==> src/rtl/wdog_pkg.sv <==
package wdog_pkg;
   // Register byte offsets
   localparam int OFF_CTRL   = 'h0;
   localparam int OFF_RELOAD = 'h4;
   localparam int OFF_COUNT  = 'h8;
   // Control field positions
   localparam int RSTEN_BIT  = 0;
   localparam int SEL_LSB    = 3;
   localparam int EN_BIT     = 5;
   localparam int PSC_LSB    = 8;
endpackage

==> src/rtl/wdog_prescale.sv <==
// Two-stage tick divider: programmable (psc+1), then 2^(BASE_LOG2+sel).
module wdog_prescale #(
   parameter int PSC_W         = 8,
   parameter int SEL_W         = 2,
   parameter int DIV_BASE_LOG2 = 4
) (
   input  logic             clk,
   input  logic             rst_n,
   input  logic             run,
   input  logic             restart,
   input  logic [PSC_W-1:0] psc,
   input  logic [SEL_W-1:0] sel,
   output logic             tick
);
   localparam int MAX_SEL = (1 << SEL_W) - 1;
   localparam int DIV_W   = DIV_BASE_LOG2 + MAX_SEL;

   logic [PSC_W-1:0] pre_q;
   logic [DIV_W-1:0] div_q;
   logic [DIV_W-1:0] div_lim;
   logic             pre_hit;

   always_comb begin
      div_lim = {DIV_W{1'b1}} >> (MAX_SEL - int'(sel));
      pre_hit = run && (pre_q == psc);
      tick    = pre_hit && (div_q == div_lim);
   end

   always_ff @(posedge clk or negedge rst_n) begin
      if (!rst_n) begin
         pre_q <= '0;
         div_q <= '0;
      end else if (!run || restart) begin
         pre_q <= '0;
         div_q <= '0;
      end else begin
         pre_q <= pre_hit ? '0 : pre_q + 1'b1;
         if (pre_hit)
            div_q <= (div_q == div_lim) ? '0 : div_q + 1'b1;
      end
   end
endmodule

==> src/rtl/wdog_counter.sv <==
// Down-counter with software load and reload on expiry.
module wdog_counter #(
   parameter int               CNT_W      = 16,
   parameter logic [CNT_W-1:0] RESET_LOAD = 16'h8000
) (
   input  logic             clk,
   input  logic             rst_n,
   input  logic             load,
   input  logic [CNT_W-1:0] load_val,
   input  logic             tick,
   input  logic [CNT_W-1:0] reload,
   output logic [CNT_W-1:0] count,
   output logic             expire
);
   assign expire = tick && !load && (count <= CNT_W'(1));

   always_ff @(posedge clk or negedge rst_n) begin
      if (!rst_n)
         count <= RESET_LOAD;
      else if (load)
         count <= load_val;
      else if (expire)
         count <= reload;
      else if (tick)
         count <= count - 1'b1;
   end
endmodule

==> src/rtl/wdog_rstpulse.sv <==
// Fixed-length reset pulse generator.
module wdog_rstpulse #(
   parameter int PULSE_LEN = 4
) (
   input  logic clk,
   input  logic rst_n,
   input  logic fire,
   output logic pulse
);
   generate
      if (PULSE_LEN == 1) begin : g_single
         always_ff @(posedge clk or negedge rst_n) begin
            if (!rst_n) pulse <= 1'b0;
            else        pulse <= fire;
         end
      end else begin : g_count
         localparam int PW = $clog2(PULSE_LEN + 1);
         logic [PW-1:0] left_q;
         always_ff @(posedge clk or negedge rst_n) begin
            if (!rst_n)               left_q <= '0;
            else if (fire)            left_q <= PW'(PULSE_LEN);
            else if (left_q != '0)    left_q <= left_q - 1'b1;
         end
         assign pulse = (left_q != '0);
      end
   endgenerate
endmodule

==> src/rtl/wdog_timer.sv <==
module wdog_timer
   import wdog_pkg::*;
#(
   parameter int               DATA_W        = 32,
   parameter int               ADDR_W        = 4,
   parameter int               CNT_W         = 16,
   parameter int               PSC_W         = 8,
   parameter int               SEL_W         = 2,
   parameter int               DIV_BASE_LOG2 = 4,
   parameter int               PULSE_LEN     = 4,
   parameter logic [CNT_W-1:0] RESET_LOAD    = 16'h8000
) (
   input  logic              clk,
   input  logic              rst_n,
   input  logic              wr_en,
   input  logic              rd_en,
   input  logic [ADDR_W-1:0] addr,
   input  logic [DATA_W-1:0] wdata,
   output logic [DATA_W-1:0] rdata,
   output logic              sys_rst_o
);
   // Elaboration-time parameter checks
   generate
      if (CNT_W > DATA_W) begin : g_bad_cnt
         $error("CNT_W exceeds DATA_W");
      end
      if (PSC_LSB + PSC_W > DATA_W) begin : g_bad_psc
         $error("prescaler field exceeds DATA_W");
      end
      if (SEL_LSB + SEL_W > EN_BIT) begin : g_bad_sel
         $error("clock-select field overlaps enable bit");
      end
      if (PULSE_LEN < 1) begin : g_bad_pulse
         $error("PULSE_LEN must be at least 1");
      end
   endgenerate

   logic             ctrl_en, ctrl_rst_en;
   logic [SEL_W-1:0] ctrl_sel;
   logic [PSC_W-1:0] ctrl_psc;
   logic [CNT_W-1:0] reload_q, cnt_q;
   logic             wr_ctrl, wr_reload, wr_count;
   logic             tick, expire;
   logic             unused_wdata;

   assign unused_wdata = ^wdata;

   always_comb begin
      wr_ctrl   = wr_en && (addr == ADDR_W'(OFF_CTRL));
      wr_reload = wr_en && (addr == ADDR_W'(OFF_RELOAD));
      wr_count  = wr_en && (addr == ADDR_W'(OFF_COUNT));
   end

   always_ff @(posedge clk or negedge rst_n) begin
      if (!rst_n) begin
         ctrl_en     <= 1'b0;
         ctrl_rst_en <= 1'b0;
         ctrl_sel    <= '0;
         ctrl_psc    <= '0;
         reload_q    <= RESET_LOAD;
      end else begin
         if (wr_ctrl) begin
            ctrl_en     <= wdata[EN_BIT];
            ctrl_rst_en <= wdata[RSTEN_BIT];
            ctrl_sel    <= wdata[SEL_LSB +: SEL_W];
            ctrl_psc    <= wdata[PSC_LSB +: PSC_W];
         end
         if (wr_reload && !ctrl_en)
            reload_q <= wdata[CNT_W-1:0];
      end
   end

   wdog_prescale #(
      .PSC_W(PSC_W), .SEL_W(SEL_W), .DIV_BASE_LOG2(DIV_BASE_LOG2)
   ) u_div (
      .clk(clk), .rst_n(rst_n), .run(ctrl_en), .restart(wr_count),
      .psc(ctrl_psc), .sel(ctrl_sel), .tick(tick)
   );

   wdog_counter #(
      .CNT_W(CNT_W), .RESET_LOAD(RESET_LOAD)
   ) u_cnt (
      .clk(clk), .rst_n(rst_n), .load(wr_count), .load_val(wdata[CNT_W-1:0]),
      .tick(tick), .reload(reload_q), .count(cnt_q), .expire(expire)
   );

   wdog_rstpulse #(
      .PULSE_LEN(PULSE_LEN)
   ) u_pulse (
      .clk(clk), .rst_n(rst_n), .fire(expire && ctrl_rst_en), .pulse(sys_rst_o)
   );

   always_comb begin
      rdata = '0;
      if (rd_en) begin
         if (addr == ADDR_W'(OFF_CTRL)) begin
            rdata[RSTEN_BIT]          = ctrl_rst_en;
            rdata[EN_BIT]             = ctrl_en;
            rdata[SEL_LSB +: SEL_W]   = ctrl_sel;
            rdata[PSC_LSB +: PSC_W]   = ctrl_psc;
         end else if (addr == ADDR_W'(OFF_RELOAD)) begin
            rdata[CNT_W-1:0] = reload_q;
         end else if (addr == ADDR_W'(OFF_COUNT)) begin
            rdata[CNT_W-1:0] = cnt_q;
         end
      end
   end
endmodule

==> config.mk <==
export PLATFORM = sky130hd
export DESIGN_NAME = wdog_timer
export DESIGN_NICKNAME = d
export VERILOG_FILES = /design/src/rtl/wdog_pkg.sv /design/src/rtl/wdog_prescale.sv /design/src/rtl/wdog_counter.sv /design/src/rtl/wdog_rstpulse.sv /design/src/rtl/wdog_timer.sv
export SDC_FILE = /design/constraint.sdc
export NUM_CORES = 1
export LEC_CHECK = 0
export ABC_AREA = 1
export BUFFER_PORTS_ARGS = -buffer_cell sky130_fd_sc_hd__clkbuf_2
export CORE_ASPECT_RATIO = 0.8
export CORE_MARGIN = 3
export CORE_UTILIZATION = 45
export DETAILED_ROUTE_END_ITERATION = 10
export HOLD_SLACK_MARGIN = 0.06
export PLACE_DENSITY_LB_ADDON = 0.2
export SETUP_SLACK_MARGIN = 0.05
export SLEW_MARGIN = 30
export SYNTH_ARGS = -nofsm -noshare
export SYNTH_HDL_FRONTEND = slang
export SYNTH_SLANG_ARGS = --single-unit
==> constraint.sdc <==
create_clock -name clk -period 2.1 [get_ports clk]
set_clock_uncertainty 0.1 [all_clocks]
set_input_delay 0.21 -clock clk [delete_from_list [all_inputs] [get_ports clk]]
set_output_delay 0.21 -clock clk [all_outputs]
set_load 0.02 [all_outputs]
* Word level (Yosys, flattened, before mapping) *
Index checks and enable logic that the tools add are counted.

word-level totals
  register bits after elaboration = 62
  input port bits = 40
  logic and storage cells = 55

operators by class
  add/sub/neg operators = 5
  magnitude comparators = 1
  eq/ne operators = 4
  shifts and indexed selects = 1
  multiplexer cells = 18
  reductions and logical operators = 17

operators by type and width
  kind                     count
  $mux W16                 6
  $shr A7 B32 Y7 const A   1
  $mux W8                  3
  $mux W7                  3
  $le A16 B1 Y1 const B    1
  $sub A16 B1 Y16 const B  1
  $logic_and A1 B1 Y1      9
  $mux W3                  3
  $add A8 B1 Y8 const B    1
  $eq A8 B8 Y1             1
  $add A7 B1 Y7 const B    1
  $eq A7 B7 Y1             1
  $reduce_bool A3 Y1       2
  $eq A4 B3 Y1 const B     1
  $eq A4 B4 Y1 const B     1
  $logic_not A4 Y1         1
  $mux W2                  2
  $reduce_bool A2 Y1       2
  $sub A2 B2 Y3 const A    1
  $sub A3 B1 Y3 const B    1
  $logic_not A1 Y1         2
  $logic_or A1 B1 Y1       1
  $mux W1                  1

* Longest topological paths before layout *
Gate-level depths: netlist of the first run.

  depth in word-level cells = 8
  depth in mapped cells = 12

* Modules after synthesis *
A second synthesis of the first run with hierarchy kept.

second synthesis, totals
  cell total of the unflattened synthesis = 688
  area total of the unflattened synthesis = 4760.8 µm²

by module, submodules not included
  module         times used  cells each  area each (µm²)
  wdog_timer     1           280         1954.4
  wdog_counter   1           220         1466.4
  wdog_prescale  1           166         1166.1
  wdog_rstpulse  1           22          173.9

* Worst setup path after synthesis of the first run *
OpenSTA, ideal clock, no wires.

  kind = register to register
  from = reg u_cnt.count[0]
  to = reg u_pulse.g_count.left_q[0]
  arrival time = 1.530 ns
  data required time = 1.880 ns
  path slack = 0.351 ns
  stages on the path, launching flop included = 10
  clock period less this slack = 1.749 ns
  cells stage by stage = dfrtp_1 inv_1 ha_1 o21ai_0 nor2_1 nand3_1 inv_1 nand4_2 nor2_1 nor2_1

on the way
  cells in the longest elaborated chain, start to end = 4
  elaborated cells between the ends (all ways) = 5
  those cells by class = order compare (1); mux (1); reduce/logical (3)

RTL lines
  item                                           line                 source
  from (decl)                                    wdog_counter.sv:12   output logic [CNT_W-1:0] count,
  from (signal assigned)                         wdog_counter.sv:21   count <= load_val;
  from (signal assigned)                         wdog_counter.sv:23   count <= reload;
  from (signal assigned)                         wdog_counter.sv:25   count <= count - 1'b1;
  $le A16 B1 Y1 *                                wdog_counter.sv:15   assign expire = tick && !load && (count <= CNT_W'(1));
  $logic_and A1 B1 Y1 *                          wdog_counter.sv:15
  $logic_and A1 B1 Y1 *                          wdog_timer.sv:90     .clk(clk), .rst_n(rst_n), .fire(expire && ctrl_rst_en), .pulse(sys_rst_o)
  $mux W3 or $reduce_bool A2 Y1 (tied branches)  --
  to (signal assigned)                           wdog_rstpulse.sv:21  else if (fire) left_q <= PW'(PULSE_LEN);
  to (signal assigned)                           wdog_rstpulse.sv:22  else if (left_q != '0) left_q <= left_q - 1'b1;
  to (decl)                                      wdog_rstpulse.sv:18  logic [PW-1:0] left_q;

Every way passes the cells marked *; elsewhere a longest branch is shown, timed or not.
A chain may end at the register's enable or synchronous reset.

* Worst setup path after layout of the first run *
  from = reg u_div.div_q[0]
  to = reg u_cnt.count[15]

on the way
  cells in the longest elaborated chain, start to end = 6
  elaborated cells between the ends (all ways) = 7
  those cells by class = eq/ne (1); mux (2); reduce/logical (4)

RTL lines
  item                               line                 source
  from (decl)                        wdog_prescale.sv:19  logic [DIV_W-1:0] div_q;
  from (signal assigned)             wdog_prescale.sv:39  div_q <= (div_q == div_lim) ? '0 : div_q + 1'b1;
  $eq A7 B7 Y1 *                     wdog_prescale.sv:26  tick = pre_hit && (div_q == div_lim);
  $logic_and A1 B1 Y1 *              wdog_prescale.sv:26
  $logic_and A1 B1 Y1 (2 in series)  wdog_counter.sv:15
  $mux W16                           wdog_counter.sv:22   else if (expire)
  $mux W16                           wdog_counter.sv:20   else if (load)

Marks and branches as above.

==> out/results.tsv, run 1 <==
metric	value	unit
FFs w/ async S/R, synth	1.00	
Synth top cells by count	nand2_1, inv_1, nor2_1	
synthesized cell area	4150	µm²
clk_lat worst skew	0.34	ns
residual DRC count	0	
GRT overflow	0	
post-place setup slack	0.204	ns
R2R cell count	9	
YS warnings	0	
setup ws final	0.215	ns
Synth top area share	0.361	
Starting Density	0.475	
final hold vios	0	
Tcrit/Tclk final	0.897	
fin crit period	1.88	ns
static leakage	2.66	nW
Hold Path Cell Cnt	3	
TritonRoute pass-1 iters	5	
initial antenna violation count	0	
Final nets	716	
post-synthesis register bit count	62	
CTS buffer count	9	
I/O Buffers	40	
WL final	11000	µm
most common cell in the netlist	nand2_1	
Worst Setup Path Type	reg -> reg	
DR vias	3950	
setup TNS	0	ns
DRT iter0 DRCs	213	
Max Clk Rate	0.531	GHz
Row Count	30	
Worst Hold Launch	wdata[12]	
H-tree depth	3	
RSZ-0062 raised after global routing	false	
DR WL/cell	14.0	µm
Max FO, Critical Path	12	
Area after DPL	4500	µm²
reg2reg end	u_cnt.count[15]	
crit path capture type	flip-flop	
die height	91.9	µm
Buf/Inv on CP	1	
WHS Endpoint	reload_q[12]	
flop-to-flop setup slack	0.22	ns
design area	4940	µm²
die extent in x	113	µm
Layout area overhead	18.8	%
Switching Share	0.342	
clk buf depth	2	
Worst path slowest cell	dfrtp_1	
Total Die Area	10400	µm²
startpoint types	flip-flop	
CP peak stage delay	0.39	ns
Clock power frac	0.360	
Slew Viols, Final	0	
Internal Power	2.74	mW
Synth Flop Type	dfrtp_1	
register area share after synthesis	0.374	
Power Total	4.16	mW
area leader, netlist	dfrtp_1	
Hold Crit Class	in -> reg	
antenna-violating nets left	0	
top cells by area, synth	dfrtp_1, nand2_1, inv_1, o21ai_0, nor2_1	
vias per cell	5.02	
largest net degree at the start of global routing	63	
Syn Inst Count	605	
Max VDD drop	0.000545	V
worst r2r src	u_div.div_q[0]	
gr usage total	0.227	
crit path cell chain	ha_1, nand3_1, nor2_1, nand2_1, nor2_4, nand3_4, clkinv_2, nand3_1, nand2_1	
Avg Inst Size Synth	6.87	µm²
sequential share of power	0.381	
Final setup viols	0	
Max-Cap Viols	0	
CTS tree	built	
Ports	73	
switching power	1.42	mW
vias in the first global route	3722	
CP arrival	2.07	ns
TritonCTS Sinks	62	
CTS root buf	clkbuf_16	
Cell variety after synth	38	
Worst EP required	2.28	ns
EDFF count, synth	0	
PwrDens	842	nW/µm²
CP delay by family, top	simple AND/OR/NAND/NOR gates	
RD Place Congestion	0.929	
Comb pwr share	0.259	
status	finished clean	
first-pass GRT wire length	18300	µm
ratio of cells with drive above 1 in the final layout	0.150	
ant diodes	0	
core area	8750	µm²
Post-CTS Setup Inserts	0	
Clk pin slew, worst setup/hold paths	0.05	ns
Setup crit start	u_div.div_q[0]	
DP Wirelength	8230	µm
power groups by stage:
stage                     logic [mW]  clock network, mW  registers (mW)
after floorplan                0.799                  0            1.54
after global placement          1.02                  0            1.59
after detailed placement        1.04                  0            1.60
after CTS                       1.07               1.53            1.58
after global routing            1.24               1.58            1.61
final                           1.08               1.50            1.59
worst register-to-register path, cell delays in order, from the launching register on:
cell,delay [ns]
dfrtp_1,0.39
ha_1,0.21
nand3_1,0.12
nor2_1,0.12
nand2_1,0.10
nor2_4,0.24
nand3_4,0.14
clkinv_2,0.21
nand3_1,0.11
nand2_1,0.09
registers in the layout, summed over array words and instances, names as in the netlist:
signal / flops
reload_q: 16
ctrl_sel: 2
ctrl_psc: 8
u_div.div_q: 7
u_cnt.count: 16
ctrl_en: 1
u_div.pre_q: 8
u_pulse.g_count.left_q: 3
ctrl_rst_en: 1
layer usage:
| layer | part of all wire | track usage | vias to the layer above |
|---|---|---|---|
| met5 | 0 | 0 | - |
| met4 | 0.010 | 0.0511 | 0 |
| met3 | 0.063 | 0.0620 | 11 |
| met2 | 0.44 | 0.353 | 125 |
| met1 | 0.49 | 0.315 | 1829 |
| li1 | - | - | 1985 |
timing repair:
item,4_1_cts,5_1_grt
setup endpoints to repair,0,3
hold endpoints to repair,82,0
gates resized for setup,0,2
hold buffers,13,0
placed cells by master (no fill, tap or decap), drive strengths merged, types with 6 or more instances in the layout:
cell / instances
nand2: 150
inv: 107
nor2: 73
dfrtp: 60
nand3: 54
o21ai: 53
clkbuf: 52
buf: 19
conb: 16
xor2: 13
a21oi: 13
dlygate4sd3: 13
nand4: 10
o22ai: 9
nor3: 6
ha: 6
logic make-up (layout without fill, tap and decap cells):
group | Yosys count | after routing | share of synthesized area
AO/OA/AOI/OAI | 78 | 78 | 0.0994
XOR/XNOR | 15 | 15 | 0.0316
adder cells (fa/ha/maj) | 6 | 6 | 0.0181
buffers and inverters | 143 | 198 | 0.149
flip-flops | 62 | 62 | 0.374
multiplexers | 3 | 3 | 0.00783
other | 1 | 16 | 0.000903
AND/OR/NAND/NOR | 297 | 297 | 0.319
layout make-up:
type,count,area [µm²]
Clock buffer,12,246
Clock inverter,4,47.5
Fill cell,863,3810
Inverter,110,414
Multi-Input combinational cell,415,2050
Sequential cell,62,1550
Tap cell,112,140
Timing Repair Buffer,72,485
how the worst max path moves through the flow:
| stage | endpoint | slack (ns) | depth (start not counted) |
|---|---|---|---|
| final | u_cnt.count[15] | 0.22 | 9 |
| after global routing | u_cnt.count[10] | 0.07 | 11 |
| after CTS | u_pulse.g_count.left_q[1] | 0.22 | 8 |
| after detailed placement | reload_q[7] | 0.20 | 9 |
| after global placement | reload_q[6] | 0.22 | 9 |
| after floorplan | u_pulse.g_count.left_q[0] | 0.35 | 9 |
per-stage QoR:
stage | std cells | utilization | hold slack [ns]
after floorplan | 620 | - | -0.186
after global routing | 787 | 0.564 | 0.0815
after CTS | 787 | 0.563 | 0.0609
after global placement | 758 | 0.515 | 0.155
after detailed placement | 758 | 0.515 | 0.156
final | 787 | 0.564 | 0.0722
No activity file was read; power rests on OpenSTA's default activity.
==> inputs of run 2 (changes only) <==
Settings changed: CORE_UTILIZATION 45 to 57.
==> run 2 against run 1 <==
  * Critical path depth rose by 2
  * Largest cell class unchanged
  * Setup slack better by 0.022 ns
  * Non-clock buffer count shrank 2
  * Final area is 2.3% lower
  * Sequential power hardly changed
  * Global-route usage rose by 4.6 points
  * Maximum frequency rose by 1.2%
  * Register-to-register slack improved by 0.02 ns
  * Via count down 0.20%
  * Final cell count fell by 3.6%
==> out/results.tsv, run 2 (same netlist as run 1, synthesis figures left out) <==
metric	value	unit
status	finished clean	
vias in the first global route	3680	
Max VDD drop	0.000483	V
Max FO, Critical Path	5	
Placed Cells	728	
Ports	73	
Rel. slew slack	0.583	
Starting Density	0.594	
antenna-violating nets left	0	
core area	6990	µm²
Top Usage Layer GRT	met2	
DR vias	3942	
CTS buffer count	9	
Worst EP required	2.25	ns
Tcrit/Tclk final	0.887	
TritonCTS Sinks	62	
setup TNS	0	ns
ratio of cells with drive above 1 in the final layout	0.143	
die extent in x	101	µm
Final nets	714	
DP Wirelength	7990	µm
M1 GR Usage	0.358	
Max Clk Rate	0.537	GHz
Total Die Area	8350	µm²
CP arrival	2.01	ns
non-filler instance count after layout	759	
Layout area overhead	16.1	%
Buf/Inv on CP	3	
RD Place Congestion	1.03	
Row Count	27	
Worst Setup Path Type	reg -> reg	
Post-CTS Setup Inserts	0	
I/O Buffers	40	
largest net degree at the start of global routing	63	
Clk pin slew, worst setup/hold paths	0.07	ns
commonest non-fill, non-tap cell in the layout	nand2_1	
residual DRC count	0	
Max-Cap Viols	0	
crit path capture type	flip-flop	
Worst path slowest cell	dfrtp_1	
met2 Use GR	0.444	
vias per cell	5.19	
static leakage	2.61	nW
CTS tree	built	
startpoint types	flip-flop	
CP peak stage delay	0.40	ns
RSZ-0062 raised after global routing	false	
GRT overflow	0	
crit path cell chain	inv_1, ha_1, nand2_1, nor3_1, buf_4, nand2_1, xor2_1, inv_1, nand2_1, nand2_1, nand2_1	
CTS root buf	clkbuf_8	
largest registers	reload_q (16), u_cnt.count (16)	
final hold vios	0	
PwrDens	789	nW/µm²
Final setup viols	0	
most frequent cells in the layout	nand2_1, inv_1, nor2_1	
fin crit period	1.86	ns
Slew Viols, Final	0	
ant diodes	0	
first-pass GRT wire length	17500	µm
die height	82.4	µm
Worst-Margin Slew	0.623	ns
clk buf depth	2	
H-tree depth	3	
CP delay by family, top	simple AND/OR/NAND/NOR gates	
gr usage total	0.273	
clk_lat worst skew	0.35	ns
Hold Crit Class	in -> reg	
cell mode on critical path	nand2_1	
DR WL/cell	14.2	µm
M3 GR Usage	0.0823	
WL final	10800	µm
initial antenna violation count	0	
DRT iter0 DRCs	287	
TritonRoute pass-1 iters	5	
## run 2: cell count changes in the layout (fill, tap and decap cells not counted)
| cell | change |
|---|---|
| clkbuf_16 | -9 |
| clkbuf_8 | +8 |
| buf_4 | -6 |
| dlygate4sd3_1 | +3 |
| clkinv_2 | -2 |
| buf_12 | +1 |
| bufinv_16 | +1 |
| inv_4 | +1 |
| nor2_1 | -1 |
| nor2_2 | +1 |
## run 2: power breakdown
part | total (mW) | switching, mW | internal, mW
combinational | 1.08 | 0.691 | 0.393
clock | 1.14 | 0.478 | 0.660
sequential | 1.58 | 0.193 | 1.39
total | 3.81 | 1.36 | 2.44
## run 2: repair_timing
| item | in CTS | in global routing |
|---|---|---|
| resized for setup | 0 | 4 |
| hold buffers | 16 | 0 |
| endpoints found under the hold margin | 95 | 0 |
| endpoints found under the setup margin | 0 | 6 |
## run 2: layout make-up
type                            instances  area, µm²
Clock buffer                           11        131
Clock inverter                          4       72.6
Fill cell                             617       2170
Inverter                              110        415
Multi-Input combinational cell        415       2050
Sequential cell                        62       1550
Tap cell                               87        109
Timing Repair Buffer                   70        490
## run 2: per-stage QoR
step	area, µm²	total power [mW]	hold slack, ns	utilization	worst slack (ns)
after floorplan	4210	2.34	-0.186	-	0.351
after global placement	4440	2.60	0.152	0.636	0.171
after detailed placement	4440	2.64	0.157	0.636	0.137
after CTS	4810	3.82	0.0741	0.688	0.198
after global routing	4820	4.06	0.101	0.690	0.0535
final	4820	3.81	0.0877	0.690	0.237
## run 2: worst reg2reg max path, stage by stage, from the launching register on
cell and delay, ns:
dfrtp_1 0.40, inv_1 0.14, ha_1 0.21, nand2_1 0.10, nor3_1 0.24, buf_4 0.18
nand2_1 0.06, xor2_1 0.14, inv_1 0.05, nand2_1 0.04, nand2_1 0.06, nand2_1 0.04
## run 2: final timing paths
kind	start	end	slack, ns	cells past startpoint
min reg2reg	ctrl_rst_en	ctrl_rst_en	0.39	2
min	wdata[14]	u_cnt.count[14]	0.09	5
max reg2reg	u_cnt.count[0]	u_cnt.count[12]	0.24	11
max in group asynchronous	rst_n	u_cnt.count[15]	1.26	3
max	u_cnt.count[0]	u_cnt.count[12]	0.24	11
min in group asynchronous	rst_n	u_pulse.g_count.left_q[2]	0.29	3
## run 2: routing by layer
layer | routed length [µm] | part of all wire | vias to the layer above
li1 | - | - | 1978
met1 | 4710 | 0.44 | 1784
met2 | 5050 | 0.47 | 166
met3 | 910 | 0.084 | 14
met4 | 121 | 0.011 | 0
met5 | 0 | 0 | -
